$ cat src/rtl/mtx_pkg.sv
// Shared types for the Manchester transmitter.
// Assumes: nothing beyond a single clock domain.
package mtx_pkg;
    typedef enum logic {
        RATE_FAST = 1'b0,
        RATE_SLOW = 1'b1
    } rate_e;
endpackage

$ cat src/rtl/mtx_tick_gen.sv
// Half-bit tick divider. It produces one tick at the end of every half-bit
// while the line runs. The half-bit length is latched when a message starts.
// Assumes: load only arrives while run is low.
module mtx_tick_gen
    import mtx_pkg::*;
#(
    parameter int DIV_FAST = 6250,
    parameter int DIV_SLOW = 7812
) (
    input  logic clk,
    input  logic rst_n,
    input  logic load,
    input  logic rate_sel,
    input  logic run,
    output logic tick
);
    localparam int DMAX = (DIV_FAST > DIV_SLOW) ? DIV_FAST : DIV_SLOW;
    localparam int CW   = $clog2(DMAX + 1);

    logic [CW-1:0] cnt;
    logic [CW-1:0] lim_q;

    assign tick = run && (cnt == lim_q);

    // latch the rate at message start and count cycles within a half-bit
    always_ff @(posedge clk) begin
        if (!rst_n) begin
            cnt   <= '0;
            lim_q <= CW'(DIV_FAST - 1);
        end else if (load) begin
            cnt   <= '0;
            lim_q <= (rate_e'(rate_sel) == RATE_SLOW) ? CW'(DIV_SLOW - 1)
                                                      : CW'(DIV_FAST - 1);
        end else if (run) begin
            cnt <= tick ? '0 : cnt + 1'b1;
        end else begin
            cnt <= '0;
        end
    end

    AST_CNT_BOUND: assert property (@(posedge clk) disable iff (!rst_n)
        run |-> (cnt <= lim_q));
endmodule

$ cat src/rtl/mtx_line_coder.sv
// Manchester line coder. It holds the current bit, the half-bit phase and the
// bit index, requests each bit from the source and drives the line level.
// Assumes: start arrives only while idle. abort overrides start.
module mtx_line_coder #(
    parameter int MSG_BITS = 240,
    parameter int IW       = 8
) (
    input  logic          clk,
    input  logic          rst_n,
    input  logic          start,
    input  logic          abort,
    input  logic          tick,
    input  logic          bit_in,
    input  logic          invert,
    output logic          active,
    output logic          bit_req,
    output logic          bit_end,
    output logic          msg_done,
    output logic [IW-1:0] bit_idx,
    output logic          line
);
    logic cur;
    logic half;
    logic last;

    assign last     = (bit_idx == IW'(MSG_BITS - 1));
    assign bit_end  = active && tick && half;
    assign msg_done = bit_end && last && !abort;
    assign bit_req  = start || (bit_end && !last && !abort);
    assign line     = active && (cur ^ half ^ invert);

    // step through halves and bits, loading each new bit on request
    always_ff @(posedge clk) begin
        if (!rst_n) begin
            active  <= 1'b0;
            half    <= 1'b0;
            cur     <= 1'b0;
            bit_idx <= '0;
        end else if (abort) begin
            active  <= 1'b0;
            half    <= 1'b0;
            bit_idx <= '0;
        end else if (start) begin
            active  <= 1'b1;
            half    <= 1'b0;
            cur     <= bit_in;
            bit_idx <= '0;
        end else if (active && tick) begin
            if (!half) begin
                half <= 1'b1;
            end else if (last) begin
                active  <= 1'b0;
                half    <= 1'b0;
                bit_idx <= '0;
            end else begin
                half    <= 1'b0;
                cur     <= bit_in;
                bit_idx <= bit_idx + 1'b1;
            end
        end
    end

    AST_REQ_LEADS_ACTIVE: assert property (@(posedge clk) disable iff (!rst_n)
        bit_req |=> active);
    AST_HALF_ON_TICK: assert property (@(posedge clk) disable iff (!rst_n)
        (active && !tick && !abort && !start) |=> $stable(half));
    AST_IDX_BOUND: assert property (@(posedge clk) disable iff (!rst_n)
        active |-> (bit_idx <= IW'(MSG_BITS - 1)));
endmodule

$ cat src/rtl/mtx_busy_watch.sv
// Busy-window collision monitor. It records whether busy was seen during the
// window of bit positions and declares a sticky collision at the window's end.
// Assumes: bit_idx and bit_end come from the line coder of the same message.
module mtx_busy_watch #(
    parameter int WIN_LO = 56,
    parameter int WIN_HI = 104,
    parameter int IW     = 8
) (
    input  logic          clk,
    input  logic          rst_n,
    input  logic          clr,
    input  logic          start,
    input  logic          active,
    input  logic          bit_end,
    input  logic [IW-1:0] bit_idx,
    input  logic          busy,
    output logic          coll_set,
    output logic          collision,
    output logic          irq
);
    logic seen;
    logic in_win;
    logic seen_now;

    assign in_win   = active && (bit_idx >= IW'(WIN_LO)) && (bit_idx < IW'(WIN_HI));
    assign seen_now = seen || (busy && in_win);
    assign coll_set = bit_end && (bit_idx == IW'(WIN_HI - 1)) && !seen_now
                      && !collision && !clr;

    // remember busy within the window for the current message
    always_ff @(posedge clk) begin
        if (!rst_n || start || clr) begin
            seen <= 1'b0;
        end else if (busy && in_win) begin
            seen <= 1'b1;
        end
    end

    // sticky collision flag and its one-cycle interrupt
    always_ff @(posedge clk) begin
        if (!rst_n || clr) begin
            collision <= 1'b0;
            irq       <= 1'b0;
        end else begin
            if (coll_set) collision <= 1'b1;
            irq <= coll_set;
        end
    end

    AST_COLL_STICKY: assert property (@(posedge clk) disable iff (!rst_n)
        (collision && !clr) |=> collision);
    AST_IRQ_PULSE: assert property (@(posedge clk) disable iff (!rst_n)
        irq |=> !irq);
    AST_IRQ_WITH_COLL: assert property (@(posedge clk) disable iff (!rst_n)
        irq |-> collision);
endmodule

$ cat src/rtl/manch_tx_guard.sv
// Top of the Manchester transmitter with busy-window collision guard.
// It ties together the divider, the line coder and the busy monitor, and
// owns the transmitter key.
// Assumes: rate_sel and invert are steady during a message. WIN_LO < WIN_HI <= MSG_BITS.
module manch_tx_guard #(
    parameter int HALF_DIV_FAST = 6250,
    parameter int HALF_DIV_SLOW = 7812,
    parameter int MSG_BITS      = 240,
    parameter int WIN_LO        = 56,
    parameter int WIN_HI        = 104
) (
    input  logic clk,
    input  logic rst_n,
    input  logic msg_go,
    input  logic bit_in,
    input  logic rate_sel,
    input  logic invert,
    input  logic busy,
    input  logic txctl_en,
    input  logic tx_rst,
    output logic bit_req,
    output logic manch_out,
    output logic collision,
    output logic irq,
    output logic tx_key
);
    localparam int IW = $clog2(MSG_BITS);

    generate
        if (WIN_HI > MSG_BITS || WIN_LO >= WIN_HI) begin : g_bad_window
            $error("busy window must lie inside the message");
        end
    endgenerate

    logic          active;
    logic          tick;
    logic          bit_end;
    logic          msg_done;
    logic [IW-1:0] bit_idx;
    logic          coll_set;
    logic          go_ok;
    logic          abort;

    assign go_ok = msg_go && !active && !collision && !tx_rst;
    assign abort = coll_set || tx_rst;

    mtx_tick_gen #(.DIV_FAST(HALF_DIV_FAST), .DIV_SLOW(HALF_DIV_SLOW)) u_tick (
        .clk(clk), .rst_n(rst_n), .load(go_ok), .rate_sel(rate_sel),
        .run(active), .tick(tick)
    );

    mtx_line_coder #(.MSG_BITS(MSG_BITS), .IW(IW)) u_coder (
        .clk(clk), .rst_n(rst_n), .start(go_ok), .abort(abort), .tick(tick),
        .bit_in(bit_in), .invert(invert), .active(active), .bit_req(bit_req),
        .bit_end(bit_end), .msg_done(msg_done), .bit_idx(bit_idx), .line(manch_out)
    );

    mtx_busy_watch #(.WIN_LO(WIN_LO), .WIN_HI(WIN_HI), .IW(IW)) u_watch (
        .clk(clk), .rst_n(rst_n), .clr(tx_rst), .start(go_ok), .active(active),
        .bit_end(bit_end), .bit_idx(bit_idx), .busy(busy), .coll_set(coll_set),
        .collision(collision), .irq(irq)
    );

    // key the transmitter for a message; on collision release it if enabled
    always_ff @(posedge clk) begin
        if (!rst_n || tx_rst) begin
            tx_key <= 1'b0;
        end else if (go_ok) begin
            tx_key <= 1'b1;
        end else if (coll_set) begin
            tx_key <= !txctl_en;
        end else if (msg_done) begin
            tx_key <= 1'b0;
        end
    end

    AST_DROP_ON_COLL: assert property (@(posedge clk) disable iff (!rst_n)
        collision |-> (!bit_req && !manch_out));
    AST_KEY_OFF: assert property (@(posedge clk) disable iff (!rst_n)
        ($rose(collision) && $past(txctl_en)) |-> !tx_key);
    AST_KEY_COVERS_MSG: assert property (@(posedge clk) disable iff (!rst_n)
        active |-> tx_key);
endmodule

$ cat config.mk
export PLATFORM = sky130hd
export DESIGN_NAME = manch_tx_guard
export DESIGN_NICKNAME = d
export VERILOG_FILES = /design/src/rtl/mtx_pkg.sv /design/src/rtl/mtx_tick_gen.sv /design/src/rtl/mtx_line_coder.sv /design/src/rtl/mtx_busy_watch.sv /design/src/rtl/manch_tx_guard.sv
export SDC_FILE = /design/constraint.sdc
export NUM_CORES = 1
export LEC_CHECK = 0
export CAP_MARGIN = 0
export CORE_ASPECT_RATIO = 1.4
export CORE_MARGIN = 3
export CORE_UTILIZATION = 41
export DETAILED_ROUTE_END_ITERATION = 8
export PLACE_DENSITY = 0.71
export SYNTH_ARGS = -nofsm -noshare
export SYNTH_HDL_FRONTEND = slang
export SYNTH_HIERARCHICAL = 1
export SYNTH_SLANG_ARGS = --single-unit
$ cat constraint.sdc
create_clock -name clk -period 6.1 [get_ports clk]
set_clock_uncertainty 0.1 [all_clocks]
set_input_delay 0.61 -clock clk [delete_from_list [all_inputs] [get_ports clk]]
set_output_delay 0.61 -clock clk [all_outputs]
set_load 0.01 [all_outputs]
==> results.txt, run 1 <==
The flow ran to the end, and the final reports show no timing, DRC or antenna violations. The register area share after synthesis came out at 38.03%. The overall die height came out at 79.43 um. The combined global-route utilization of all metal layers is 16.14%. The first global-routing pass estimated 5733 um of wire. The slew at the pin with the worst max-slew slack is 553.9 ps. In this run the cell area of the synthesized design comes to 1579 um^2. The HPWL reported at the end of detailed placement is 2531 um.

Traced cell by cell, the critical path runs through nand4bb_1 > or4_4 > nor2_1 > nand3_2 > inv_1 > and4b_1 > nand4_1 > nor3_1 > or2_1 > and4b_1 > o21ai_0 > nand2_1 > clkdlybuf4s50_1. The delay of the slowest cell on the worst path came out at 570 ps. The final max-slew violation count is 0. Clock latency on the worst-skew pair, taken at its later pin, is 280 ps. The clock tree from TritonCTS is done. The area growth from synthesis to layout is 17.35%. The flop and latch count out of synthesis came out at 30. The via count of the first global-routing pass is 1304. The clock sink count is 30. The detail-routed net length per standard cell is 14.43 um. The final antenna-violating net count is 0.

The via density per instance came out at 5.688. The number of antenna diodes in the final layout is 0. The peak ir drop on the vdd network is 0.1780 mV. The slowest stage of the critical path belongs to the cell sky130_fd_sc_hd__dfxtp_1. The clock tree buffer depth came out at 2. The quantity of gates resized following cts is 0. Measured along the x axis, the die boundary spans 58.45 um. The number of gates on the worst path with buffers counted came out at 13. The highest attainable clock frequency is 217.0 MHz. The average instance in the mapped netlist occupies 8.972 um^2.

The synthesized netlist contains 49 unique library cells. The starting density of the core came out at 42.95%. STA classifies the critical path endpoint as an output pin.

In this design, the largest share of critical-path delay is due to simple AND/OR/NAND/NOR gates. The total number of H-tree levels came out at 2. Summing over every cut layer, the via total after detailed routing is 1348. Buffers placed on the I/O ports in this run total 13. The async set-reset flop share out of synthesis came out at 0%.

The share of total power dissipated in sequential elements is 49.0%. Setup repair after global routing left no endpoint under its margin. The number of DRC violations after detailed routing is 0. For the worst setup path, the data arrival time is 3900 ps. Data on the critical path is required at its endpoint by 5390 ps. The last weighted congestion value of the routability-driven placer is 0.8894. The type of the tightest min-delay check is flop to flop. The register clock-pin slew on the reported worst setup and hold paths came out at 60 ps.

Buffers inserted to repair hold after CTS numbered 0. The shortest clock period the worst path allows after layout is 4607 ps. Timing analysis after detailed placement gives a worst setup slack of 1820 ps.

The total of warnings raised by yosys came out at 6. The boundary pin count is 14. The number of antenna violations at the first check in global routing is 0. The hold-critical path depth came out at 1.

The total negative slack for setup checks came out at 0 ps. The cell count of the worst reg-to-reg path came out at 12. The number of setup violations in the final report is 0. The portion of total power attributed to combinational logic came out at 5.1%. The final-report hold violation count was 0.

The cell-internal power is 0.3226 mW. The relative max-transition margin is 63.07%. Wires add up to 3420 um. The first-pass detailed-route iteration total is 4. The post-route netlist has 10.77% of its cells at a drive strength greater than 1. STA classifies the critical path startpoint as a flop. The count of standard-cell rows came out at 26. The maximum number of pins on one net before global-route repair came out at 14. The number of max-cap violations is 0. The count of routing violations after the opening detailed-route iteration is 26. The global-route congestion overflow total came out at 0.

The most frequent cell on the critical path is sky130_fd_sc_hd__and4b_1. Net switching is 20.61% of the power. The number of enable flip-flop cells after synthesis is 0.

The smallest setup slack after layout came out at 1493 ps. The clock root buffer is sky130_fd_sc_hd__clkbuf_8. In the synthesized netlist, the number of instances is 176.

The ratio of total power to cell area came out at 219.3 nW/um^2. Among all flip-flop cells after synthesis, the most frequent one is sky130_fd_sc_hd__dfxtp_1. The number of buffers inserted by post-CTS setup repair is 0.

In this run the power spent charging and discharging nets is 0.08376 mW. The number of clock buffers inserted by TritonCTS came out at 5. When the netlist entered floorplanning its net count stood at 187. The buffers plus inverters on the worst setup path is 2. The net total in the final layout is 205. The share of the cycle needed by the critical path after routing is 75.53%.

The area of the die came out at 4642 um^2. The highest net fanout along the worst path is 12. The static leakage came out at 0.6374 nW. The worst setup path is of the flop to output pin kind.

The floorplan step defined a core boundary enclosing 3676 um^2. The share of power burned in the clock network is 45.9%.
layer usage:
layer	routed length (um)	GRT usage [%]	vias to the layer above
met2	1789	28.08	21
met5	0	0	-
li1	-	-	686
met4	87	9.281	0
met3	110	4.045	8
met1	1433	17.15	633
through the flow:
step | power, mW | util (%) | std cells | cell area (um^2) | hold WS [ps]
6_report | 0.4064 | 50.41 | 237 | 1853 | 379.0
3_5_place_dp | 0.2244 | 47.41 | 229 | 1743 | 373.1
3_3_place_gp | 0.2245 | 47.41 | 229 | 1743 | 363.9
4_1_cts | 0.4131 | 50.41 | 237 | 1853 | 387.5
5_1_grt | 0.4215 | 50.41 | 237 | 1853 | 412.3
2_1_floorplan | 0.2139 | - | 176 | 1579 | 337.7
final cells by class:
class	count	area [um^2]
Clock buffer	8	110.1
Fill cell	381	1823
Inverter	6	22.52
Multi-Input combinational cell	138	937.1
Sequential cell	30	600.6
Tap cell	42	52.55
Timing Repair Buffer	13	130.1
power groups by stage:
| stage | combinational (mW) | sequential (mW) | clock [mW] |
|---|---|---|---|
| after floorplan | 0.0107 | 0.203 | 0 |
| final | 0.0208 | 0.199 | 0.186 |
| after global placement | 0.0210 | 0.204 | 0 |
| after CTS | 0.0209 | 0.199 | 0.193 |
| after detailed placement | 0.0208 | 0.204 | 0 |
| after global routing | 0.0228 | 0.199 | 0.199 |
sequential cells by signal (all words and copies together), names as in the netlist:
register,count
u_watch/collision,1
u_coder/half,1
u_watch/seen,1
u_coder/active,1
u_tick/lim_q,2
u_coder/bit_idx,8
u_watch/irq,1
u_tick/cnt,13
u_coder/cur,1
tx_key,1
path summary, 6_finish.rpt:
| kind | to | slack, ps | from |
|---|---|---|---|
| min reg2reg | u_tick/cnt[0] | 380 | u_tick/cnt[0] |
| max | bit_req | 1490 | u_coder/active |
| min | u_tick/cnt[0] | 380 | u_tick/cnt[0] |
| max reg2reg | u_coder/cur | 2380 | u_coder/active |
logic make-up after synthesis:
kind of cell	Yosys count	synth area share [%]
muxes	1	0.6339
DFF	30	38.04
AOI/OAI and AO/OA	25	11.89
and+or+nand+nor	93	35.82
xor gates and xnor gates	17	9.430
adders and majority gates	2	1.585
buffers and inverters	8	2.615
worst reg2reg max path: cells and delay by family (launching register included):
family,cells,cell delay (ps)
AOI/OAI and AO/OA,1,140
DFF,1,570
and+or+nand+nor,10,2630
buffers and inverters,1,140
synth_stat cells, drive strengths merged, types with 2 or more instances:
master / n / area share (%)
xnor2: 8 / 4.4
ha: 2 / 1.6
a21oi: 5 / 1.6
nand4b: 2 / 1.1
nand4: 8 / 3.2
dfxtp: 30 / 38
nor4: 8 / 3.2
nand2b: 4 / 2.1
and3: 3 / 1.3
or3: 4 / 1.6
or4: 3 / 1.9
nand3: 7 / 2.9
nor3: 3 / 1.3
inv: 6 / 1.4
and4b: 3 / 1.9
o21ai: 6 / 2.1
and4: 3 / 1.7
nor3b: 2 / 0.95
buf: 2 / 1.2
o31ai: 4 / 2.2
nand2: 13 / 3.1
nor2b: 2 / 0.79
xor2: 9 / 5.0
nor2: 23 / 5.5
cells in the final DEF (no fill, tap or decap), drive strengths merged, types with 3 or more instances in the layout:
cell type / instances
nand4: 8
nor3: 3
clkbuf: 8
or4: 3
xor2: 9
and4b: 3
clkdlybuf4s50: 13
o31ai: 4
or3: 4
nor4: 8
nand2: 13
nand3: 7
a21oi: 5
nor2: 23
nand2b: 4
xnor2: 8
and4: 3
inv: 6
o21ai: 6
and3: 3
dfxtp: 30
Power figures use the tool's default switching activity.
==> run 2: changes to the inputs <==
Settings changed: PLACE_DENSITY 0.71 to 0.73.
Clock period 6.1 ns to 3.9 ns, I/O delays scaled along.
==> run 2 against run 1 <==
Effect of this change:
- register-to-register slack got worse by 1600 ps
- critical path type unchanged
- die area unchanged
- worst hold slack worse by 2.3 ps
- global-route usage grew 0.17 points
- non-clock buffer count rose by 5
- core utilization grew 0.99 points
- highest routed layer unchanged
- cell count increased by 2.1%
- via count increased by 1.7%
==> results.txt, run 2 (same netlist as run 1, synthesis figures left out) <==
The fill cell total of the finished layout was 366 (-3.9%). Leaving out fill and tap cells, the most frequent cells in the layout are sky130_fd_sc_hd__dfxtp_1, sky130_fd_sc_hd__nor2_1, sky130_fd_sc_hd__nand2_1. The total negative slack for setup checks came out at 0 ps (unchanged). The via density per instance is 5.665 (-0.40%).

After global routing, the most crowded layer is met2. The ratio of total power to cell area was 317.7 nW/um^2 (+45%). The number of antenna violations at the first check in global routing is 0 (unchanged). The area of the die is 4642 um^2 (unchanged).

The required time of the critical path came to 3410 ps (-1980 ps). The count of standard-cell rows came to 26 (unchanged). The final max-slew violation count was 0 (unchanged). The net total in the final layout came out at 210 (+2.4%). The area growth from synthesis to layout came out at 19.65%. The register clock-pin slew on the reported worst setup and hold paths is 60 ps (about the same). The via count came out at 1371 (+1.7%). The boundary pin count came to 14 (unchanged). The critical path is of the flop to output pin type. The insertion delay to the later sink of the worst-skew pair came out at 280 ps (about the same). The static leakage is 0.6679 nW (+4.8%). The met1 layer usage reported by global route was 16.97% (-0.18 points). TritonCTS built the clock tree. The final-report hold violation count is 0 (unchanged). The peak ir drop on the vdd network was 0.2212 mV (+24%). The floorplan core area is 3676 um^2 (unchanged). The combined global-route utilization of all metal layers came to 16.31% (+0.17 points). The die boundary width is 58.45 um (unchanged). The tree is rooted in a sky130_fd_sc_hd__clkbuf_8. The final critical path takes up 88.63% of the cycle. The count of routing violations after the opening detailed-route iteration is 53 (+100%). The data arrival time at the worst-slack endpoint is 2970 ps (-930 ps). The share of final-layout standard cells stronger than drive strength 1 came out at 14.00% (+3.2 points). The delay of the slowest cell on the worst path is 550 ps (-20 ps). The global-route congestion overflow total was 0 (unchanged). The cts-stage hold buffer count came out at 0 (unchanged). In the final layout, the registers with the most flip-flops are u_tick/cnt: 13 flops, u_coder/bit_idx: 8 flops, u_tick/lim_q: 2 flops. The number of DRC violations after detailed routing is 0 (unchanged). The shortest clock period the worst path allows after layout is 3456 ps. The cell that appears most often on the critical path is sky130_fd_sc_hd__and4b_1. The global-route track usage on met3 was 4.854% (+0.81 points). The maximum number of pins on one net before global-route repair came out at 14 (unchanged).

STA classifies the critical path endpoint as an output pin. The clock sink count is 30 (unchanged). The number of flip-flops under the largest register name came out at 13 (unchanged). The clock tree buffer depth is 2 (unchanged). The final antenna-violating net count came to 0 (unchanged). Setup repair after global routing left no endpoint under its margin. STA classifies the critical path startpoint as a flop. The last weighted congestion value of the routability-driven placer came out at 0.8099 (-8.9%). The total number of H-tree levels was 2 (unchanged). The overall die height is 79.43 um (unchanged). The wire length of the first global-routing pass is 5720 um (-0.23%). The number of clock buffers inserted by TritonCTS is 5 (unchanged). The highest net fanout along the worst path came out at 7 (-5).

The commonest non-fill, non-tap cell in the layout is sky130_fd_sc_hd__dfxtp_1. The detail-routed net length per standard cell is 13.72 um (-4.9%). The via count of the first global-routing pass was 1270 (-2.6%). The relative max-transition margin was 63.52% (+0.45 points). For this design, the slowest cell found on the critical path is sky130_fd_sc_hd__or4_4. The count of buffers inserted at the top-level ports is 13 (unchanged). The signal on the critical path passes through nand4bb_1 > or4_4 > nor2_4 > nand3_2 > inv_1 > and4b_1 > nand4_1 > nor3_2 > or2_4 > and4b_1 > o21ai_0 > nand2_1 > dlymetal6s2s_1.

The number of diodes is 0 (unchanged). The number of max-cap violations came out at 0 (unchanged). The flow ran to the end, and the final reports show no timing, DRC or antenna violations.

The met2 track demand over resource came out at 27.85% (-0.22 points). The first-pass detailed-route iteration total came out at 4 (unchanged). The starting density of the core is 42.95% (unchanged). The highest attainable clock frequency came out at 289.3 MHz. The number of setup violations in the final report is 0 (unchanged). u_tick/cnt holds more flip-flops than any other register. The type of the tightest min-delay check is flop to flop. The detailed-route wire length is 3321 um (-2.9%). The slew at the pin with the worst max-slew slack was 547.2 ps (-6.731 ps).

The fraction of the core area covered by cells at the end of the flow is 51.40% (+0.99 points). The HPWL reported at the end of detailed placement came to 2423 um (-4.3%).
[run 2: report_power, final]
group | switching, mW | internal, mW | total [mW] | leakage [nW]
sequential | 0.00184 | 0.309 | 0.311 | 0.242
combinational | 0.0167 | 0.0199 | 0.0366 | 0.378
clock | 0.111 | 0.142 | 0.253 | 0.0482
total | 0.130 | 0.471 | 0.600 | 0.668
[run 2: stage by stage]
step,total power [mW],cells,instance area [um^2],hold WS (ps),worst slack (ps)
after global placement,0.3515,232,1765,361.7,407.8
after global routing,0.6299,242,1889,401.9,189.0
after detailed placement,0.3516,232,1765,367.8,342.3
after floorplan,0.3346,176,1579,337.7,602.3
after CTS,0.6094,240,1857,381.5,23.07
final,0.6003,242,1889,376.7,443.6
[run 2: worst max-delay path: cells and delay by family (launching register included)]
kind / cells / cell delay, ps
flip-flops: 1 / 360
AO/OA/AOI/OAI: 1 / 80
AND/OR/NAND/NOR: 10 / 2010
buffers and inverters: 2 / 230
[run 2: path summary, 6_finish.rpt]
| check | cells after the start | to | from | slack [ps] |
|---|---|---|---|---|
| setup / recovery | 13 | bit_req | u_tick/cnt[4] | 440 |
| hold / removal | 1 | u_tick/cnt[0] | u_tick/cnt[0] | 380 |
| setup reg to reg | 12 | u_coder/cur | u_tick/cnt[4] | 820 |
| hold reg to reg | 1 | u_tick/cnt[0] | u_tick/cnt[0] | 380 |
[run 2: final cells by class]
cell class                      count  area, um^2  share of cell area [%]
Sequential cell                    30       600.6                   31.79
Tap cell                           42       52.55                   2.781
Clock buffer                        7       86.33                   4.570
Timing Repair Buffer               18       170.2                   9.007
Inverter                            6       22.52                   1.192
Clock inverter                      1       5.005                  0.2649
Multi-Input combinational cell    138       952.2                   50.40
[run 2: metal layers]
layer  vias to the layer above  wire (um)
met2                        43       1708
met5                         -          0
met4                         0        115
met1                       626       1324
li1                        690          -
met3                        12        171
[run 2: what timing repair did]
action,in CTS,in global routing
endpoints found under the setup margin,0,1
resized for setup,0,5
setup buffers,0,2
==> run 3: changes to the inputs <==
Settings changed: CAP_MARGIN 0 to 10, RECOVER_POWER set to 50.
==> run 3 against run 2 <==
Effect of this change:
- wire length is 0.36% higher
- largest power group unchanged
- power decreased by 0.18%
- largest cell class unchanged
- sequential share of layout area rose by 0.32 points
- register-to-register slack barely moved
- via count shrank 1.4%
- critical path type unchanged
- worst hold slack unchanged
==> results.txt, run 3 (same netlist as run 1, synthesis figures left out) <==
The post-placement cell count came out at 232 (unchanged). In this run the critical register-to-register path is captured at u_coder/cur. The portion of total power attributed to combinational logic is 5.8% (-0.3 points). The number of diodes came out at 0 (unchanged). The slew at the pin with the worst max-slew slack was 1420 ps (+872.3 ps). The share of power burned in the clock network is 42.4% (+0.2 points).

In this run the most critical hold path is launched from u_tick/cnt[0]. Setup repair after global routing left no endpoint under its margin. The static leakage came out at 0.6707 nW (+0.42%). The count of routing violations after the opening detailed-route iteration came out at 48 (-9.4%). The clock tree buffer depth came out at 2 (unchanged). The type of the tightest min-delay check is flop to flop. The boundary pin count came out at 14 (unchanged).

The shortest clock period the worst path allows after layout is 3441 ps (-15.05 ps). The cts-stage hold buffer count is 0 (unchanged). The via count came out at 1352 (-1.4%). The final max-slew violation count came out at 0 (unchanged). The number of max-cap violations came out at 0 (unchanged). In the layout the commonest cells are sky130_fd_sc_hd__dfxtp_1, sky130_fd_sc_hd__nor2_1, sky130_fd_sc_hd__nand2_1. The final instance count without filler cells is 242 (unchanged).

The total number of H-tree levels was 2 (unchanged). The peak ir drop on the vdd network came out at 0.2210 mV (about the same). The overall die height is 79.43 um (unchanged).

The setup slack of the most critical reg-to-reg path is 830 ps (about the same). The number of clock buffers inserted by TritonCTS came to 5 (unchanged). The number of DRC violations after detailed routing came out at 0 (unchanged). The number of flip-flops under the largest register name came out at 13 (unchanged). The termination of the worst setup path is bit_req. The fill cell total of the finished layout came to 369 (+0.82%). The count of buffers inserted at the top-level ports came out at 13 (unchanged). The detail-routed net length per standard cell is 13.77 um (+0.36%).

The worst setup path is launched from a flop. The highest attainable clock frequency is 290.6 MHz (+0.44%). The origin of the worst setup path is u_tick/cnt[4].

The sum of internal, switching and leakage power is 0.5992 mW (-0.18%). The combined global-route utilization of all metal layers is 16.31% (unchanged). The cell-internal power is 0.4694 mW (-0.26%). The worst setup path is captured at an output pin.

The net switching power came to 0.1298 mW (about the same). The share of final-layout standard cells stronger than drive strength 1 is 13.00% (-1.0 points). The floorplan core area was 3676 um^2 (unchanged). The cell count of the worst reg-to-reg path came out at 12 (unchanged).

The total negative slack for setup checks came out at 0 ps (unchanged). The share of the cycle needed by the critical path after routing is 88.24% (-0.39 points). The number of antenna violations at the first check in global routing was 0 (unchanged).

The register with the most flip-flops in the final layout is u_tick/cnt. The area of the die came to 4642 um^2 (unchanged). Relative to the synthesized area, the layout overhead comes to 18.46%. The last weighted congestion value of the routability-driven placer was 0.8099 (unchanged).

The clock sink count is 30 (unchanged). Leaving out fill and tap cells, the most frequent cell in the layout is sky130_fd_sc_hd__dfxtp_1. The data arrival time at the worst-slack endpoint is 2950 ps (-20 ps). The ratio of total power to cell area came out at 320.4 nW/um^2 (+0.82%).

The wire length of the first global-routing pass was 5720 um (unchanged). The register clock-pin slew on the reported worst setup and hold paths is 60 ps (about the same). The maximum number of pins on one net before global-route repair is 14 (unchanged). The global-route congestion overflow total is 0 (unchanged). The final antenna-violating net count came out at 0 (unchanged).

The clock tree from TritonCTS is done. The startpoint identified for the worst register-to-register timing path is u_tick/cnt[4]. The first-pass detailed-route iteration total is 4 (unchanged).

The highest net fanout along the worst path is 7 (unchanged). The insertion delay to the later sink of the worst-skew pair came out at 280 ps (about the same). The flow ran to the end, and the final reports show no timing, DRC or antenna violations. The count of standard-cell rows came out at 26 (unchanged). The required time of the critical path is 3410 ps (about the same). The starting density of the core is 42.95% (unchanged). The share of total power consumed by net switching is 21.67% (+0.059 points). The clock root buffer is sky130_fd_sc_hd__clkbuf_8. The HPWL reported at the end of detailed placement is 2423 um (unchanged). The final-report hold violation count came to 0 (unchanged).

The net total in the final layout came out at 210 (unchanged). The number of setup violations in the final report is 0 (unchanged). The critical setup path kind is flop to output pin. In the final layout, the registers with the most flip-flops are u_tick/cnt: 13 flops, u_coder/bit_idx: 8 flops, u_tick/lim_q: 2 flops. The die boundary width came out at 58.45 um (unchanged). The relative max-transition margin is 4.033% (-59 points). The detailed-route wire length was 3333 um (+0.36%). The via density per instance is 5.587 (-1.4%). The share of total power in sequential cells came out at 51.8% (about the same). The via count of the first global-routing pass came to 1270 (unchanged).
[run 3: cell types whose count changed in the layout (fill, tap and decap cells not counted), sizes merged]
cell	before	now
clkdlybuf4s50	12	8
dlygate4sd3	0	4
[run 3: critical path, stage by stage, from the launching register on]
cell	delay (ps)
sky130_fd_sc_hd__dfxtp_1	360
sky130_fd_sc_hd__nand4bb_1	190
sky130_fd_sc_hd__or4_4	540
sky130_fd_sc_hd__nor2_4	130
sky130_fd_sc_hd__nand3_2	80
sky130_fd_sc_hd__inv_1	70
sky130_fd_sc_hd__and4b_1	180
sky130_fd_sc_hd__nand4_1	120
sky130_fd_sc_hd__nor3_2	280
sky130_fd_sc_hd__or2_4	190
sky130_fd_sc_hd__and4b_1	220
sky130_fd_sc_hd__o21ai_0	80
sky130_fd_sc_hd__nand2_1	70
sky130_fd_sc_hd__dlymetal6s2s_1	160
[run 3: power by group through the flow]
| stage | sequential (mW) | clock [mW] | combinational [mW] |
|---|---|---|---|
| after floorplan | 0.318 | 0 | 0.0168 |
| after global placement | 0.317 | 0 | 0.0341 |
| after detailed placement | 0.317 | 0 | 0.0342 |
| after CTS | 0.311 | 0.264 | 0.0344 |
| after global routing | 0.310 | 0.280 | 0.0380 |
| final | 0.311 | 0.254 | 0.0348 |
[run 3: worst min path at each step]
stage                     cells past startpoint            end  slack, ps
final                                         1  u_tick/cnt[0]        380
after global routing                          1  u_tick/cnt[0]        400
after CTS                                     1  u_tick/cnt[0]        380
after detailed placement                      1  u_tick/cnt[0]        370
after global placement                        1  u_tick/cnt[0]        360
after floorplan                               1  u_tick/cnt[0]        340
[run 3: metal layers]
metal  vias up  track usage [%]  part of all wire [%]
li1        688                -                     -
met1       623            16.97                    40
met5         -                0                     0
met3        10            4.854                   4.6
met2        31            27.85                    52
met4         0            10.21                   3.2
[run 3: repair_timing]
action                     in CTS  in global routing
resized for setup               0                  5
setup buffers                   0                  2
setup endpoints to repair       0                  1
[run 3: stage by stage]
| stage | setup WS (ps) | hold slack (ps) | cell area (um^2) | util, % |
|---|---|---|---|---|
| 3_5_place_dp | 342.3 | 367.8 | 1765 | 48.03 |
| 3_3_place_gp | 407.8 | 361.7 | 1765 | 48.03 |
| 4_1_cts | 23.07 | 381.5 | 1857 | 50.51 |
| 2_1_floorplan | 602.3 | 337.7 | 1579 | - |
| 6_report | 458.6 | 376.7 | 1871 | 50.89 |
| 5_1_grt | 203.8 | 401.9 | 1871 | 50.89 |
[run 3: final cells by class]
cell class / count / area, um^2 / share of cell area [%]
Sequential cell: 30 / 600.6 / 32.11
Timing Repair Buffer: 18 / 170.2 / 9.097
Multi-Input combinational cell: 138 / 933.4 / 49.90
Tap cell: 42 / 52.55 / 2.809
Clock buffer: 7 / 86.33 / 4.615
Clock inverter: 1 / 5.005 / 0.2676
Inverter: 6 / 22.52 / 1.204
